## src/rtl/pred_alu_pkg.sv

```systemverilog
package pred_alu_pkg;

    typedef enum logic [2:0] {
        OP_ADD  = 3'd0,
        OP_ADDC = 3'd1,
        OP_AND  = 3'd2,
        OP_INC  = 3'd3,
        OP_DEC  = 3'd4
    } alu_op_e;

    typedef enum logic [1:0] {
        CM_ALWAYS = 2'd0,
        CM_IF_SET = 2'd1,
        CM_IF_CLR = 2'd2,
        CM_NEVER  = 2'd3
    } cmode_e;

    typedef struct packed {
        logic known;
        logic carry_out;
        logic carry_op;
    } core_info_t;

    function automatic logic pred_pass(input cmode_e m, input logic f);
        case (m)
            CM_ALWAYS: return 1'b1;
            CM_IF_SET: return f;
            CM_IF_CLR: return ~f;
            default:   return 1'b0;
        endcase
    endfunction

endpackage

```

## src/rtl/alu_core.sv

```systemverilog
module alu_core
    import pred_alu_pkg::*;
#(
    parameter int W = 32
) (
    input  logic [2:0]   op,
    input  logic         cin,
    input  logic [W-1:0] a,
    input  logic [W-1:0] b,
    output logic [W-1:0] res,
    output core_info_t   info
);
    localparam int H = W / 2;

    logic [W:0]   full_sum;
    logic [H-1:0] hi_inc;
    logic [H-1:0] hi_dec;
    logic [H-1:0] hi_and;
    alu_op_e      op_e;

    assign op_e     = alu_op_e'(op);
    assign full_sum = {1'b0, a} + {1'b0, b} + {{W{1'b0}}, cin & (op_e == OP_ADDC)};
    assign hi_inc   = a[W-1:H] + {{(H-1){1'b0}}, 1'b1};
    assign hi_dec   = a[W-1:H] - {{(H-1){1'b0}}, 1'b1};
    assign hi_and   = a[W-1:H] & b[W-1:H];

    always_comb begin
        info.known     = 1'b1;
        info.carry_out = full_sum[W];
        info.carry_op  = 1'b0;
        res            = '0;
        case (op_e)
            OP_ADD:  res = full_sum[W-1:0];
            OP_ADDC: begin
                res           = full_sum[W-1:0];
                info.carry_op = 1'b1;
            end
            OP_AND:  res = {hi_and, {H{1'b0}}};
            OP_INC:  res = {hi_inc, {H{1'b0}}};
            OP_DEC:  res = {hi_dec, {H{1'b0}}};
            default: info.known = 1'b0;
        endcase
    end
endmodule

```

## src/rtl/alu_gate.sv

```systemverilog
module alu_gate
    import pred_alu_pkg::*;
#(
    parameter int W = 32
) (
    input  logic [1:0]   cmode,
    input  logic         flag_in,
    input  core_info_t   info,
    input  logic [W-1:0] core_res,
    input  logic [W-1:0] dst_old,
    output logic [W-1:0] next_res,
    output logic         next_flag
);
    cmode_e mode_e;
    logic   fire;

    assign mode_e = cmode_e'(cmode);
    assign fire   = pred_pass(mode_e, flag_in) & info.known;

    always_comb begin
        next_res  = fire ? core_res : dst_old;
        next_flag = flag_in;
        if (fire && info.carry_op && mode_e == CM_ALWAYS)
            next_flag = info.carry_out;
    end
endmodule

```

## src/rtl/dsp_pred_alu.sv

```systemverilog
module dsp_pred_alu
    import pred_alu_pkg::*;
#(
    parameter int W = 32
) (
    input  logic         clk,
    input  logic         rst,
    input  logic         en,
    input  logic [2:0]   op,
    input  logic [1:0]   cmode,
    input  logic         flag_in,
    input  logic [W-1:0] src_a,
    input  logic [W-1:0] src_b,
    input  logic [W-1:0] dst_old,
    output logic [W-1:0] result,
    output logic         flag_q
);
    logic [W-1:0] core_res;
    core_info_t   info;
    logic [W-1:0] next_res;
    logic         next_flag;

    alu_core #(.W(W)) u_core (
        .op(op), .cin(flag_in), .a(src_a), .b(src_b),
        .res(core_res), .info(info)
    );

    alu_gate #(.W(W)) u_gate (
        .cmode(cmode), .flag_in(flag_in), .info(info),
        .core_res(core_res), .dst_old(dst_old),
        .next_res(next_res), .next_flag(next_flag)
    );

    always_ff @(posedge clk) begin
        if (rst) begin
            result <= '0;
            flag_q <= 1'b0;
        end else if (en) begin
            result <= next_res;
            flag_q <= next_flag;
        end
    end
endmodule

```

## config.mk

```make
export PLATFORM = sky130hd
export DESIGN_NAME = dsp_pred_alu
export DESIGN_NICKNAME = d
export VERILOG_FILES = /design/src/rtl/pred_alu_pkg.sv /design/src/rtl/alu_core.sv /design/src/rtl/alu_gate.sv /design/src/rtl/dsp_pred_alu.sv
export SDC_FILE = /design/constraint.sdc
export NUM_CORES = 1
export LEC_CHECK = 0
export BUFFER_PORTS_ARGS = -buffer_cell sky130_fd_sc_hd__buf_4
export CORE_MARGIN = 8
export CORE_UTILIZATION = 45
export CTS_BUF_LIST = sky130_fd_sc_hd__clkbuf_16
export DETAILED_ROUTE_END_ITERATION = 12
export PLACE_DENSITY = 0.75
export SYNTH_ARGS = -nofsm -noshare
export SYNTH_HDL_FRONTEND = slang
export SYNTH_SLANG_ARGS = --single-unit
```

## constraint.sdc

```tcl
create_clock -name clk -period 3.4 [get_ports clk]
set_input_delay 0.34 -clock clk [delete_from_list [all_inputs] [get_ports clk]]
set_output_delay 0.34 -clock clk [all_outputs]
set_load 0.02 [all_outputs]
```

* Word level (Yosys, flattened, before mapping)
Cells that the tools add are included.
W data, S select, Z words.
** Storage, ports and cells
- Output and inout port bits :: 33
- Input bits :: 105
- Register bits :: 33
- Word-level logic and storage cells :: 28
** Cells by class
- Eq/ne operators :: 6
- Bitwise gates (word level) :: 4
- Add/sub/neg operators :: 4
- Mux-type cells :: 6
- Reduce and logical (&&, ||, !) cells :: 6
** Operators by type and width (number)
- $pmux W32 S4 :: 1
- $add A32 B32 Y33 :: 1
- $add A33 B1 Y33 :: 1
- $mux W32 :: 1
- $add A16 B1 Y16 const B :: 1
- $and A16 B16 Y16 :: 1
- $sub A16 B1 Y16 const B :: 1
- $eq A3 B2 Y1 const B :: 2
- $reduce_or A5 Y1 :: 1
- $eq A3 B1 Y1 const B :: 1
- $eq A3 B3 Y1 const B :: 1
- $logic_not A3 Y1 :: 1
- $mux W1 :: 3
- $pmux W1 S3 :: 1
- $and A1 B1 Y1 :: 2
- $eq A2 B1 Y1 const B :: 1
- $eq A2 B2 Y1 const B :: 1
- $logic_and A1 B1 Y1 :: 2
- $logic_not A2 Y1 :: 1
- $reduce_or A2 Y1 :: 1
- $not A1 Y1 :: 1

* Depth between registers and ports, before layout
Gate-level depths: netlist of run 1.
- Depth in word-level cells :: 7
- Gate-level depth with buffers :: 13
- Depth with buffers taken out :: 12

* Modules after synthesis
A second synthesis of run 1 with hierarchy kept.
** Second synthesis, totals
- Cell total of the unflattened synthesis :: 564
- Area, all modules :: 4662.0 µm²
** By module, submodules not included
- alu_core :: area an instance 2916.5 µm², sequential area each 0.0 µm², instances 1, cells an instance 417
- dsp_pred_alu :: area an instance 1202.4 µm², sequential area each 660.6 µm², instances 1, cells an instance 107
- alu_gate :: area an instance 543.0 µm², sequential area each 0.0 µm², instances 1, cells an instance 40

* Least setup slack after synthesis of run 1
No wires, ideal clock.
- Kind :: in2reg
- From :: in op[0]
- To :: reg result[31]
- Required time :: 3.314 ns
- Data arrival time :: 3.537 ns
- Slack :: -0.223 ns
- Stages :: 10
- Setup time :: 0.086 ns
- Buffers on the path :: 0
- Cell sequence :: nor3b_1 -> ha_1 -> o211ai_1 -> o21a_1 -> a21oi_1 -> o41ai_1 -> o21ai_1 -> xnor2_1 -> a21oi_1 -> a211oi_1
** On the way
- Longest elaborated chain between the ends :: 5
- Elaborated cells on any way between the ends :: 13
- Classes of those cells :: add/sub (1); eq/ne (4); mux (3); bitwise (2); reduce/logical (3)
** Ends and longest elaborated chain
- from (decl) :: RTL line dsp_pred_alu.sv:9 : input logic [2:0] op,
- $eq A3 B1 Y1 (tied with other cells) :: RTL line alu_core.sv:22, alu_core.sv:32
- $and A1 B1 Y1 or $reduce_or A5 Y1 (tied branches)
- $add A33 B1 Y33 or $mux W1 (tied branches) :: RTL line alu_core.sv:22, alu_core.sv:32
- $pmux W32 S4 or $and A1 B1 Y1 (tied branches) :: RTL line alu_core.sv:32, alu_gate.sv:18
- $mux W32 * :: RTL line alu_gate.sv:21 : next_res = fire ? core_res : dst_old;
- to (signal assigned) :: RTL line dsp_pred_alu.sv:39 : result <= next_res;
- to (decl) :: RTL line dsp_pred_alu.sv:15 : output logic [W-1:0] result,
Mark *: on every way between the ends. The rest lies on a longest branch, timed or not.
A chain may end at the register's enable or synchronous reset.

* Worst setup path in the final report of run 1
- From :: in op[2]
- To :: reg result[16]
The elaborated chain is that of the path after synthesis.

==> impl_metrics.ini, run 1 <==
[floorplanning]
pin_count = 138
dieWidth_um = 113
die_y_um = 113
dieArea_mm2 = 0.0127
row_count = 35
start_util = 0.460
core_area_mm2 = 0.00915

[logic_synthesis]
synth_nets = 732
synth-seq-cells = 33
synthDistinctLibCells = 67
synth_flop_cell = dfxtp_1
synth-edff-count = 0
ys.warnings.count = 0
syn_inst = 579
avgSynthCellArea_um2 = 7.27
seq_area_frac_synth = 0.157
synth_area_mm2 = 0.00421
synthArstFlopShare = 0

[drt]
avgViaCountPerCell = 6.15
route.detailed.drc = 0
dr.pass1.iters = 5
drt-total-wl_um = 15200
ant_nets = 0
vias = 4976
wl_per_cell_um = 18.8
drt-initial-drc-count = 338

[hold_path]
worst_hold_path_type = in -> reg
hold_depth = 3

[global_route]
antenna_found_initial = 0
grt_overflow = 0
grt_max_degree = 42
grt_pass1_vias = 4998
grt_pass1_wl_um = 24500
track_usage = 0.230

[critical_path]
crit_slowest_cell = fa_1
rr_worst_depth = 5
crit_family = compound AO/OA/AOI/OAI gates
cp.depth = 13
path_buf_inv = 1
path_cells = buf_4 > nor2_1 > nand3_1 > fa_1 > fa_1 > nand2b_1 > a21o_1 > a21o_1 > a21boi_1 > a41oi_1 > xnor2_1 > a221oi_1 > a211oi_1
critPathMaxFanout = 6
critPathRequiredTime_ns = 3.54
crit_arrival_ns = 3.16
endpoint_kind = register
slowest_delay_ns = 0.41
critPathKind = in -> reg
start_kind = input pin

[finish]
drive_above_1_share = 0.228
n_antenna_cell = 0
syn_to_final_growth_pct = 29.7
nets = 850

[clocking]
postCtsSetupBuffers = 0
cts_inserted_buffers = 5
cts_tree = done
hold_buffers = 0
clkTransAtPathRegs_ns = 0.06
cts.sinks = 33
clock_latency_ns = 0.28
clock_path_buffers = 2
root_buffer = clkbuf_16
htreeDepth = 2
cts_resized = 0

[timing]
slew-limit-headroom = 0.491
hold_ws_ns = 0.349
fmaxAchievable_mhz = 331
tightest_slew_ns = 0.764
period_share = 0.888
drv_slew = 0
min_period_ns = 3.02
skew_ns = 0
rsz0062_at_grt = false
setup_violations = 0
hold_viol_final = 0
finalSetupTns_ns = 0

[outcome]
run_status = finished clean

[power]
power.density_mw_per_mm2 = 312
p_leak_nw = 2.45
peakVddDrop_mv = 0.231

[job]
maxCapViolCount = 0

[placed_design]
globalplace.congestion = 0.895
hpwl_um = 11900
portBuffers = 137
cell usage in the layout, fill, tap and decap left out, types with 6 or more instances in the layout:
| cell | synthesis | routed |
|---|---|---|
| nor3_1 | 15 | 15 |
| ha_1 | 45 | 45 |
| nand2_1 | 36 | 36 |
| o21a_1 | 11 | 11 |
| xor2_1 | 7 | 7 |
| o21ai_1 | 15 | 15 |
| dfxtp_1 | 33 | 33 |
| xnor2_1 | 22 | 22 |
| buf_4 | 1 | 143 |
| o21bai_1 | 6 | 6 |
| a221oi_1 | 15 | 15 |
| o211ai_1 | 7 | 7 |
| nor3b_1 | 9 | 8 |
| o21ai_0 | 30 | 30 |
| a211oi_1 | 23 | 23 |
| and3_1 | 6 | 6 |
| a21oi_1 | 54 | 54 |
| a21o_1 | 14 | 14 |
| nand3_1 | 11 | 11 |
| nor2_1 | 78 | 78 |
| inv_1 | 17 | 17 |
| nor2b_1 | 7 | 7 |
| mux2i_1 | 7 | 7 |
tightest hold or removal path, cell delays in order:
cell      delay [ns]
buf_4           0.11
nand2_1         0.05
a311oi_1        0.08
cells by family (layout without fill, tap and decap cells):
group,Yosys count,after routing,synth area share
buffers and inverters,50,169,0.0464
and+or+nand+nor,186,186,0.207
xor gates and xnor gates,29,29,0.0603
DFF,33,33,0.157
adders and majority gates,48,48,0.148
AOI/OAI and AO/OA,226,226,0.365
muxes,7,7,0.0166
per-stage QoR:
stage	power, mW	instances	setup WS, ns	area (um2)	utilization
after global placement	1.22	801	0.256	5320	0.581
after CTS	1.70	809	0.466	5460	0.596
after floorplan	0.954	579	0.159	4210	-
final	1.70	809	0.382	5460	0.596
after global routing	1.79	809	0.259	5460	0.596
after detailed placement	1.24	801	0.187	5320	0.581
state kept, by name, indices dropped and copies added, names as in the netlist:
signal / cells
flag_q: 1
result: 32
where the power goes:
part	internal [mW]	switching [mW]
clock	0.269	0.189
sequential	0.420	0.0205
combinational	0.360	0.444
routing by layer:
metal	wire length, um	global-route usage	vias to the layer above
met5	0	0	-
met1	6590	0.297	2343
met2	7290	0.395	202
li1	-	-	2417
met4	128	0.0351	0
met3	1180	0.0431	14
final timing paths:
kind	from	to	slack, ns
hold reg to reg	result[0]$_SDFFE_PP0P_	result[0]$_SDFFE_PP0P_	0.48
setup / recovery	op[2]	result[16]$_SDFFE_PP0P_	0.38
hold / removal	dst_old[8]	result[8]$_SDFFE_PP0P_	0.35
setup reg to reg	result[29]$_SDFFE_PP0P_	result[29]$_SDFFE_PP0P_	2.17
cell type report:
type	instances	area, um2
sequential	33	661
inverter	17	63.8
clock inverter	3	17.5
clock buffer	5	125
fill	848	3690
tap	111	139
timing repair buffer	144	1090
multi-input combinational	496	3360
synth_stat cells, types with 7 or more instances:
cell type | count | share of area
clkbuf_1 | 29 | 0.026
o21a_1 | 11 | 0.020
a21oi_1 | 54 | 0.064
o21ai_1 | 15 | 0.018
nor3_1 | 15 | 0.018
inv_1 | 17 | 0.015
o21ai_0 | 30 | 0.036
nor3b_1 | 9 | 0.016
dfxtp_1 | 33 | 0.16
ha_1 | 45 | 0.13
xor2_1 | 7 | 0.015
o211ai_1 | 7 | 0.012
nor2b_1 | 7 | 0.010
mux2i_1 | 7 | 0.017
nor2_1 | 78 | 0.070
a221oi_1 | 15 | 0.031
xnor2_1 | 22 | 0.046
nand2_1 | 36 | 0.032
a21o_1 | 14 | 0.025
nand3_1 | 11 | 0.013
a211oi_1 | 23 | 0.041
No activity file was read; power rests on OpenSTA's default activity.
==> run 2: changes to the inputs <==
- CTS_BUF_LIST: sky130_fd_sc_hd__clkbuf_16 -> sky130_fd_sc_hd__clkbuf_2
- MAX_ROUTING_LAYER: unset -> met4
==> run 2 against run 1 <==
  * Register-to-register slack worse by 0.03 ns
  * Worst setup slack better by 0.16 ns
  * Clock power is 36% lower
  * Final area is 1.4% lower
  * Routed wire length is 0.36% lower
  * Final cell count stayed put
  * Count of clock-buffer cells in the layout is 1 higher
  * Largest power group unchanged
==> impl_metrics.ini, run 2 (synthesis results as in run 1) <==
[finish]
drive_above_1_share = 0.226
fill_cells = 848
n_antenna_cell = 0
finish.instance_area_mm2 = 0.00538
syn_to_final_growth_pct = 27.8
final_cell_mix = buf_4, nor2_1, a21oi_1, ha_1, nand2_1
final_common_cell = buf_4
finalNonFillerCells = 809
largest_reg_flops = 32
largest-register = result
reg_top3 = result x32, flag_q x1
nets = 850
final_util = 0.588

[timing]
drv_slew = 0
finalSetupTns_ns = 0
setup_violations = 0
min_period_ns = 2.86
fmaxAchievable_mhz = 350
setup_ws_ns = 0.545
slew-limit-headroom = 0.497
hold_ws_ns = 0.205
rsz0062_at_grt = false
skew_ns = 0
hold_viol_final = 0
period_share = 0.840
tightest_slew_ns = 0.755

[floorplanning]
die_y_um = 113
core_area_mm2 = 0.00915
start_util = 0.460
row_count = 35
pin_count = 138
dieArea_mm2 = 0.0127
dieWidth_um = 113

[critical_path]
critPathCapture = flag_q$_SDFFE_PP0P_
cp-startpoint = op[2]
rr_worst_depth = 5
start_kind = input pin
critPathKind = in -> reg
crit_arrival_ns = 3.17
endpoint_kind = register
r2r_end = result[29]$_SDFFE_PP0P_
reg2reg_slack_ns = 2.14
critPathMaxFanout = 6
critPathRequiredTime_ns = 3.71
r2r-start = result[29]$_SDFFE_PP0P_

[clocking]
hold_buffers = 0
root_buffer = clkbuf_2
cts.sinks = 33
clkTransAtPathRegs_ns = 0.23
htreeDepth = 2
cts_resized = 0
cts_inserted_buffers = 5
postCtsSetupBuffers = 0
clock_latency_ns = 0.40
clock_path_buffers = 2
cts_tree = done

[global_route]
antenna_found_initial = 0
track_usage = 0.234
grt_overflow = 0
grt_pass1_wl_um = 23900
grt_pass1_vias = 4892
grt_max_degree = 42

[placed_design]
dpl.cell_count = 801
globalplace.congestion = 0.907
hpwl_um = 11900
portBuffers = 137
dpl-instance-area_mm2 = 0.00532
pre_cts_slack_ns = 0.149

[power]
p_leak_nw = 2.42
peakVddDrop_mv = 0.194
p_total_mw = 1.53
power.density_mw_per_mm2 = 285

[hold_path]
worst_hold_path_type = in -> reg

[drt]
dr.pass1.iters = 5
wl_per_cell_um = 18.7
ant_nets = 0
route.detailed.drc = 0
drt-total-wl_um = 15100
avgViaCountPerCell = 6.22
drt-initial-drc-count = 247
vias = 5036

[outcome]
run_status = finished clean

[job]
maxCapViolCount = 0
-- run 2: cell count changes in the layout (fill, tap and decap cells not counted) --
cell / before / now
clkbuf_16: 5 / 0
clkinv_2: 2 / 0
clkbuf_2: 0 / 6
bufinv_16: 0 / 1
clkinv_1: 0 / 1
clkinvlp_4: 1 / 0
-- run 2: how the worst min path moves through the flow --
stage                                        from                      end  slack, ns  cells after the start
after floorplan                        dst_old[8]   result[8]$_SDFFE_PP0P_       0.50                      2
after global placement    result[15]$_SDFFE_PP0P_  result[15]$_SDFFE_PP0P_       0.48                      2
after detailed placement  result[20]$_SDFFE_PP0P_  result[20]$_SDFFE_PP0P_       0.48                      2
after CTS                              dst_old[8]   result[8]$_SDFFE_PP0P_       0.19                      3
after global routing                   dst_old[8]   result[8]$_SDFFE_PP0P_       0.17                      3
final                                  dst_old[8]   result[8]$_SDFFE_PP0P_       0.20                      3
-- run 2: per-layer routing --
layer  track usage  wire length, um  vias to the layer above
met3        0.0373             1040                       23
met5             -                0                        -
li1              -                -                     2420
met4        0.0647              233                        0
met2         0.389             7210                      206
met1         0.289             6660                     2387
-- run 2: critical path, stage by stage --
cell	delay (ns)
buf_4	0.13
nor2_1	0.14
nand3_1	0.12
fa_1	0.41
fa_1	0.41
nand2b_1	0.20
a21o_1	0.19
a21o_1	0.22
nand2_1	0.11
a21o_2	0.19
a41o_1	0.24
o31ai_1	0.09
a2111oi_1	0.39
-- run 2: layout make-up --
class / instances / area, um2 / share of cell area
clock inverter: 2 / 33.8 / 0.00628
tap: 111 / 139 / 0.0258
inverter: 17 / 63.8 / 0.0119
timing repair buffer: 144 / 1090 / 0.203
sequential: 33 / 661 / 0.123
multi-input combinational: 496 / 3360 / 0.624
clock buffer: 6 / 30.0 / 0.00558
-- run 2: power breakdown --
group	switching, mW	total (mW)	internal, mW
registers	0.0209	0.441	0.420
clock network	0.167	0.292	0.125
logic	0.442	0.801	0.359
